===== src/rtl/sar_pkg.sv =====
package sar_pkg;

  typedef enum logic [1:0] {
    PH_IDLE = 2'd0,
    PH_LOAD = 2'd1,
    PH_TEST = 2'd2
  } sarPhase_t;

  typedef struct packed {
    logic clearAll;
    logic halveWeight;
    logic testStep;
  } sarStrobes_t;

endpackage


===== src/rtl/sar_control.sv =====
module sar_control #(
  parameter int WIDTH = 8,
  localparam int IDX_W = (WIDTH > 1) ? $clog2(WIDTH) : 1
) (
  input  logic                  clk,
  input  logic                  rstN,
  input  logic                  startPulse,
  output sar_pkg::sarStrobes_t  strobes,
  output logic [IDX_W-1:0]      testIdx,
  output logic                  busy,
  output logic                  done
);
  import sar_pkg::*;

  localparam logic [IDX_W-1:0] LAST_IDX = IDX_W'(WIDTH - 1);

  sarPhase_t phase, phaseNext;
  logic      acceptStart;
  logic      lastTest;

  assign acceptStart = startPulse && (phase == PH_IDLE);
  assign lastTest    = (phase == PH_TEST) && (testIdx == LAST_IDX);

  always_comb begin
    phaseNext = phase;
    case (phase)
      PH_IDLE: if (acceptStart) phaseNext = PH_LOAD;
      PH_LOAD: phaseNext = PH_TEST;
      PH_TEST: if (lastTest) phaseNext = PH_IDLE;
      default: phaseNext = PH_IDLE;
    endcase
  end

  always_comb begin
    strobes             = '0;
    strobes.clearAll    = acceptStart;
    strobes.halveWeight = (phase == PH_LOAD) || (phase == PH_TEST);
    strobes.testStep    = (phase == PH_TEST);
  end

  always_ff @(posedge clk or negedge rstN) begin
    if (!rstN) begin
      phase   <= PH_IDLE;
      testIdx <= '0;
      done    <= 1'b0;
    end else begin
      phase <= phaseNext;
      done  <= lastTest;
      if (acceptStart) begin
        testIdx <= '0;
      end else if (strobes.testStep && !lastTest) begin
        testIdx <= testIdx + 1'b1;
      end
    end
  end

  assign busy = (phase != PH_IDLE);

endmodule


===== src/rtl/sar_datapath.sv =====
module sar_datapath #(
  parameter int WIDTH = 8,
  localparam int IDX_W = (WIDTH > 1) ? $clog2(WIDTH) : 1
) (
  input  logic                  clk,
  input  logic                  rstN,
  input  sar_pkg::sarStrobes_t  strobes,
  input  logic [IDX_W-1:0]      testIdx,
  input  logic [WIDTH-1:0]      targetLevel,
  output logic [WIDTH-1:0]      dacDrive,
  output logic [WIDTH-1:0]      bestEst,
  output logic [WIDTH-1:0]      bitArray
);

  localparam logic [WIDTH:0] WEIGHT_INIT = (WIDTH+1)'(1) << WIDTH;

  logic [WIDTH:0]   weightReg;
  logic [WIDTH-1:0] trialVal;
  logic             keepBit;

  assign trialVal = bestEst + weightReg[WIDTH-1:0];
  assign keepBit  = (trialVal <= targetLevel);
  assign dacDrive = strobes.testStep ? trialVal : bestEst;

  always_ff @(posedge clk or negedge rstN) begin
    if (!rstN) begin
      weightReg <= '0;
      bestEst   <= '0;
    end else if (strobes.clearAll) begin
      weightReg <= WEIGHT_INIT;
      bestEst   <= '0;
    end else begin
      if (strobes.halveWeight) weightReg <= weightReg >> 1;
      if (strobes.testStep && keepBit) bestEst <= trialVal;
    end
  end

  for (genvar k = 0; k < WIDTH; k++) begin : g_slot
    always_ff @(posedge clk or negedge rstN) begin
      if (!rstN) begin
        bitArray[k] <= 1'b0;
      end else if (strobes.clearAll) begin
        bitArray[k] <= 1'b0;
      end else if (strobes.testStep && (testIdx == IDX_W'(k))) begin
        bitArray[k] <= keepBit;
      end
    end
  end

endmodule


===== src/rtl/succ_approx_ctrl.sv =====
module succ_approx_ctrl #(
  parameter int WIDTH = 8
) (
  input  logic             clk,
  input  logic             rstN,
  input  logic             startPulse,
  input  logic [WIDTH-1:0] targetLevel,
  output logic [WIDTH-1:0] dacDrive,
  output logic [WIDTH-1:0] bestEst,
  output logic [WIDTH-1:0] bitArray,
  output logic             busy,
  output logic             done
);

  localparam int IDX_W = (WIDTH > 1) ? $clog2(WIDTH) : 1;

  sar_pkg::sarStrobes_t strobes;
  logic [IDX_W-1:0]     testIdx;

  sar_control #(.WIDTH(WIDTH)) u_control (
    .clk        (clk),
    .rstN       (rstN),
    .startPulse (startPulse),
    .strobes    (strobes),
    .testIdx    (testIdx),
    .busy       (busy),
    .done       (done)
  );

  sar_datapath #(.WIDTH(WIDTH)) u_datapath (
    .clk         (clk),
    .rstN        (rstN),
    .strobes     (strobes),
    .testIdx     (testIdx),
    .targetLevel (targetLevel),
    .dacDrive    (dacDrive),
    .bestEst     (bestEst),
    .bitArray    (bitArray)
  );

endmodule


===== config.mk =====
export PLATFORM = sky130hd
export DESIGN_NAME = succ_approx_ctrl
export DESIGN_NICKNAME = d
export VERILOG_FILES = /design/src/rtl/sar_pkg.sv /design/src/rtl/sar_control.sv /design/src/rtl/sar_datapath.sv /design/src/rtl/succ_approx_ctrl.sv
export SDC_FILE = /design/constraint.sdc
export NUM_CORES = 1
export LEC_CHECK = 0
export BUFFER_PORTS_ARGS = -buffer_cell sky130_fd_sc_hd__buf_2
export CAP_MARGIN = 25
export CORE_MARGIN = 10
export CORE_UTILIZATION = 37
export DETAILED_ROUTE_END_ITERATION = 8
export PLACE_DENSITY_LB_ADDON = 0.05
export SLEW_MARGIN = 20
export SYNTH_ARGS = -nofsm -noshare
export SYNTH_HDL_FRONTEND = slang
export SYNTH_SLANG_ARGS = --single-unit

===== constraint.sdc =====
create_clock -name clk -period 7.8 [get_ports clk]
set_input_delay 0.39 -clock clk [delete_from_list [all_inputs] [get_ports clk]]
set_output_delay 0.39 -clock clk [all_outputs]
set_load 0.05 [all_outputs]

==> out/qor.yml <==
netSwitchingFraction_pct: 55.0
clk_pin_slew_ns: 0.06
intPower_mw: 0.504
final_area_sq_mm: 0.00249
clock_path_buffers: 2
final_nets: 296
finClkSkew_ns: 0.00450
worst-endpoint-required_ns: 8.00
rsz0062_at_grt: "false"
dieHeight_microns: 96.5
start_util_pct: 38.8
synth_ff_type: "dfrtp_1"
fin_setup_tns_ns: 0
cts_buffers: 5
max_cap_violations: 0
num_rows: 27
dieArea_sq_mm: 0.00931
place_area_sq_mm: 0.00239
antenna_found_initial: 0
worst_pin_slew_ns: 0.836
finish.utilization_pct: 44.6
firstDrtPassIters: 4
instances_no_fill: 332
synth_cell_types: 48
post_cts_buffers: 0
dp.cells: 323
synth_edf_count: 0
setup_slack_ns: 4.22
drc_errors: 0
setup_viol: 0
area_delta_synth_final_pct: 14.9
holdWs_ns: 0.155
p_leak_nw: 1.27
startpoint_type: "flop"
p_switching_mw: 0.616
die_w_microns: 96.5
layout-drive-gt1-share_pct: 21.5
diodes: 0
seq_power_share_pct: 22.8
synth_nets: 260
holdBufCountCts: 0
ctsResizeCount: 0
routed_wirelength_microns: 5340
peakVddDrop_mv: 0.212
p_per_area_mw_per_mm2: 450
yosys_warnings: 0
place.gp.congestion: 0.806
rr_startpoint: "u_datapath.bestEst[1]$_DFFE_PN0P_"
worstSkewPairLatency_ns: 0.28
dp_slack_ns: 4.22
yosysSeqAreaShare_pct: 35.9
synthCells: 223
dp_hpwl_microns: 4030
finalHoldViolations: 0
grt_pass1_vias: 1779
worstPathArrival_ns: 3.77
worst-path-max-fanout: 8
crit_type: "reg -> reg"
final-max-slew-violation-count: 0
grt_first_pass_wirelength_microns: 8940
r2r_slack_ns: 4.22
via_per_inst: 5.21
core_area_sq_mm: 0.00557
endpoint_kind: "flop"
slew_headroom_pct: 44.2
power_mw: 1.12
min_period_ns: 3.58
vias: 1730
pwr-share-comb_pct: 66.6
drt_iter0_drc: 61
hold_class: "in -> async"
finalCritPeriodShare_pct: 45.8
grt_max_degree: 32
power_frac_clock_pct: 10.5
synth_area_sq_mm: 0.00216
ant_nets: 0
reg2reg_depth: 12
r2r-end: "u_datapath.bestEst[1]$_DFFE_PN0P_"
cts_tree: "built"
synthArstFlopShare_pct: 100
htree_levels: 2
cts-root-buf: "clkbuf_8"
syn_area_per_cell_sq_um: 9.70
ys_ff_latch: 31
wl_per_cell_microns: 16.1
grt_usage_pct: 12.0
status: "finished, final reports clean"
io_pins: 37
fmax_mhz: 280
io_buffers: 36
gr-total-overflow: 0
cts_num_sinks: 31
## area by class of cell
cell class,count,area [sq um]
well taps,72,90.1
repair buffers,37,195
clock buffers,7,76.3
inverters,19,71.3
multi-input cells,165,1270
clock inverters,1,5.00
flip-flops and latches,31,776
fillers,570,3090
## worst max-delay path: stages (launching register included)
cell and delay (ns):
dfrtp_1 0.44, ha_1 0.33, a211o_1 0.31, a21oi_1 0.24
a211o_1 0.26, nand3_1 0.09, nor2b_1 0.17, ha_1 0.33
nand2_1 0.06, o21ai_0 0.24, nor2b_1 0.69, o31ai_1 0.15
a21oi_1 0.18
## worst max-delay path by stage
stage / depth (start not counted) / start / slack [ns] / endpoint
after floorplan: 13 / u_datapath.bestEst[1]$_DFFE_PN0P_ / 4.42 / u_datapath.bestEst[7]$_DFFE_PN0P_
after global placement: 12 / u_datapath.bestEst[1]$_DFFE_PN0P_ / 4.20 / u_datapath.bestEst[5]$_DFFE_PN0P_
after detailed placement: 12 / u_datapath.bestEst[1]$_DFFE_PN0P_ / 4.22 / u_datapath.bestEst[1]$_DFFE_PN0P_
after CTS: 12 / u_datapath.bestEst[1]$_DFFE_PN0P_ / 4.19 / u_datapath.bestEst[1]$_DFFE_PN0P_
after global routing: 12 / u_datapath.bestEst[1]$_DFFE_PN0P_ / 3.94 / u_datapath.bestEst[1]$_DFFE_PN0P_
final: 12 / u_datapath.bestEst[1]$_DFFE_PN0P_ / 4.22 / u_datapath.bestEst[1]$_DFFE_PN0P_
## synthesized netlist by cell type, types with 2 or more instances
library cell  instances  area share (%)
dfrtp_1              31              36
ha_1                 25              14
nor2_1               24             4.2
a21oi_1              20             4.6
inv_1                19             3.3
mux2i_1              10             4.6
nand2_1               9             1.6
a211oi_1              7             2.4
nand4_1               7             2.0
mux2_2                6             3.1
o31ai_1               6             2.1
clkbuf_1              5            0.87
a311oi_1              4             1.6
nor2b_1               4             1.2
o21ai_0               4            0.93
a211o_1               3             1.2
and2_1                3            0.87
and3_1                3            0.87
nand2b_1              2            0.58
o21a_1                2            0.69
xnor2_1               2            0.81
## placed cells by master (no fill, tap or decap), drive strengths merged, types with 2 or more instances in the layout
| cell type | netlist | layout |
|---|---|---|
| xnor2 | 2 | 2 |
| ha | 25 | 25 |
| inv | 19 | 19 |
| dfrtp | 31 | 31 |
| a211o | 3 | 3 |
| and2 | 3 | 3 |
| nand2b | 2 | 2 |
| o31ai | 6 | 6 |
| nand2 | 9 | 9 |
| nor2b | 4 | 4 |
| mux2 | 6 | 6 |
| nor2 | 25 | 25 |
| nand4 | 8 | 8 |
| a311oi | 4 | 4 |
| mux2i | 10 | 10 |
| a211oi | 8 | 8 |
| and3 | 3 | 3 |
| a21oi | 20 | 20 |
| buf | 2 | 37 |
| o21a | 3 | 3 |
| o21ai | 6 | 6 |
| o311ai | 2 | 2 |
| clkbuf | 6 | 7 |
## logic make-up (layout without fill, tap and decap cells)
| logic type | count (synthesis) | count (layout) | synth area share, % |
|---|---|---|---|
| AO/OA/AOI/OAI | 61 | 61 | 20.6 |
| flip-flops | 31 | 31 | 35.9 |
| XOR/XNOR | 3 | 3 | 1.21 |
| AND/OR/NAND/NOR | 59 | 59 | 13.9 |
| buffers and inverters | 27 | 64 | 5.32 |
| adder cells (fa/ha/maj) | 26 | 26 | 15.4 |
| multiplexers | 16 | 16 | 7.75 |
## flip-flops by register name, summed over array words and instances, names as in the netlist
name                  cells
u_datapath.weightReg      9
u_datapath.bestEst        8
u_datapath.bitArray       8
u_control.testIdx         3
u_control.phase           2
u_control.done            1
## layer usage
| layer | wire length (microns) | track usage [%] |
|---|---|---|
| met2 | 2520 | 19.7 |
| met1 | 2490 | 15.6 |
| met4 | 59 | 3.63 |
| met3 | 273 | 2.54 |
| met5 | 0 | 0 |
## power by group through the flow
stage | clock [mW] | combinational (mW) | sequential, mW
CTS | 0.123 | 0.749 | 0.256
floorplan | 0 | 0.518 | 0.320
finish | 0.118 | 0.746 | 0.255
global placement | 0 | 0.752 | 0.258
detailed placement | 0 | 0.746 | 0.259
global route | 0.129 | 0.824 | 0.266
No activity file was read; power rests on OpenSTA's default activity.
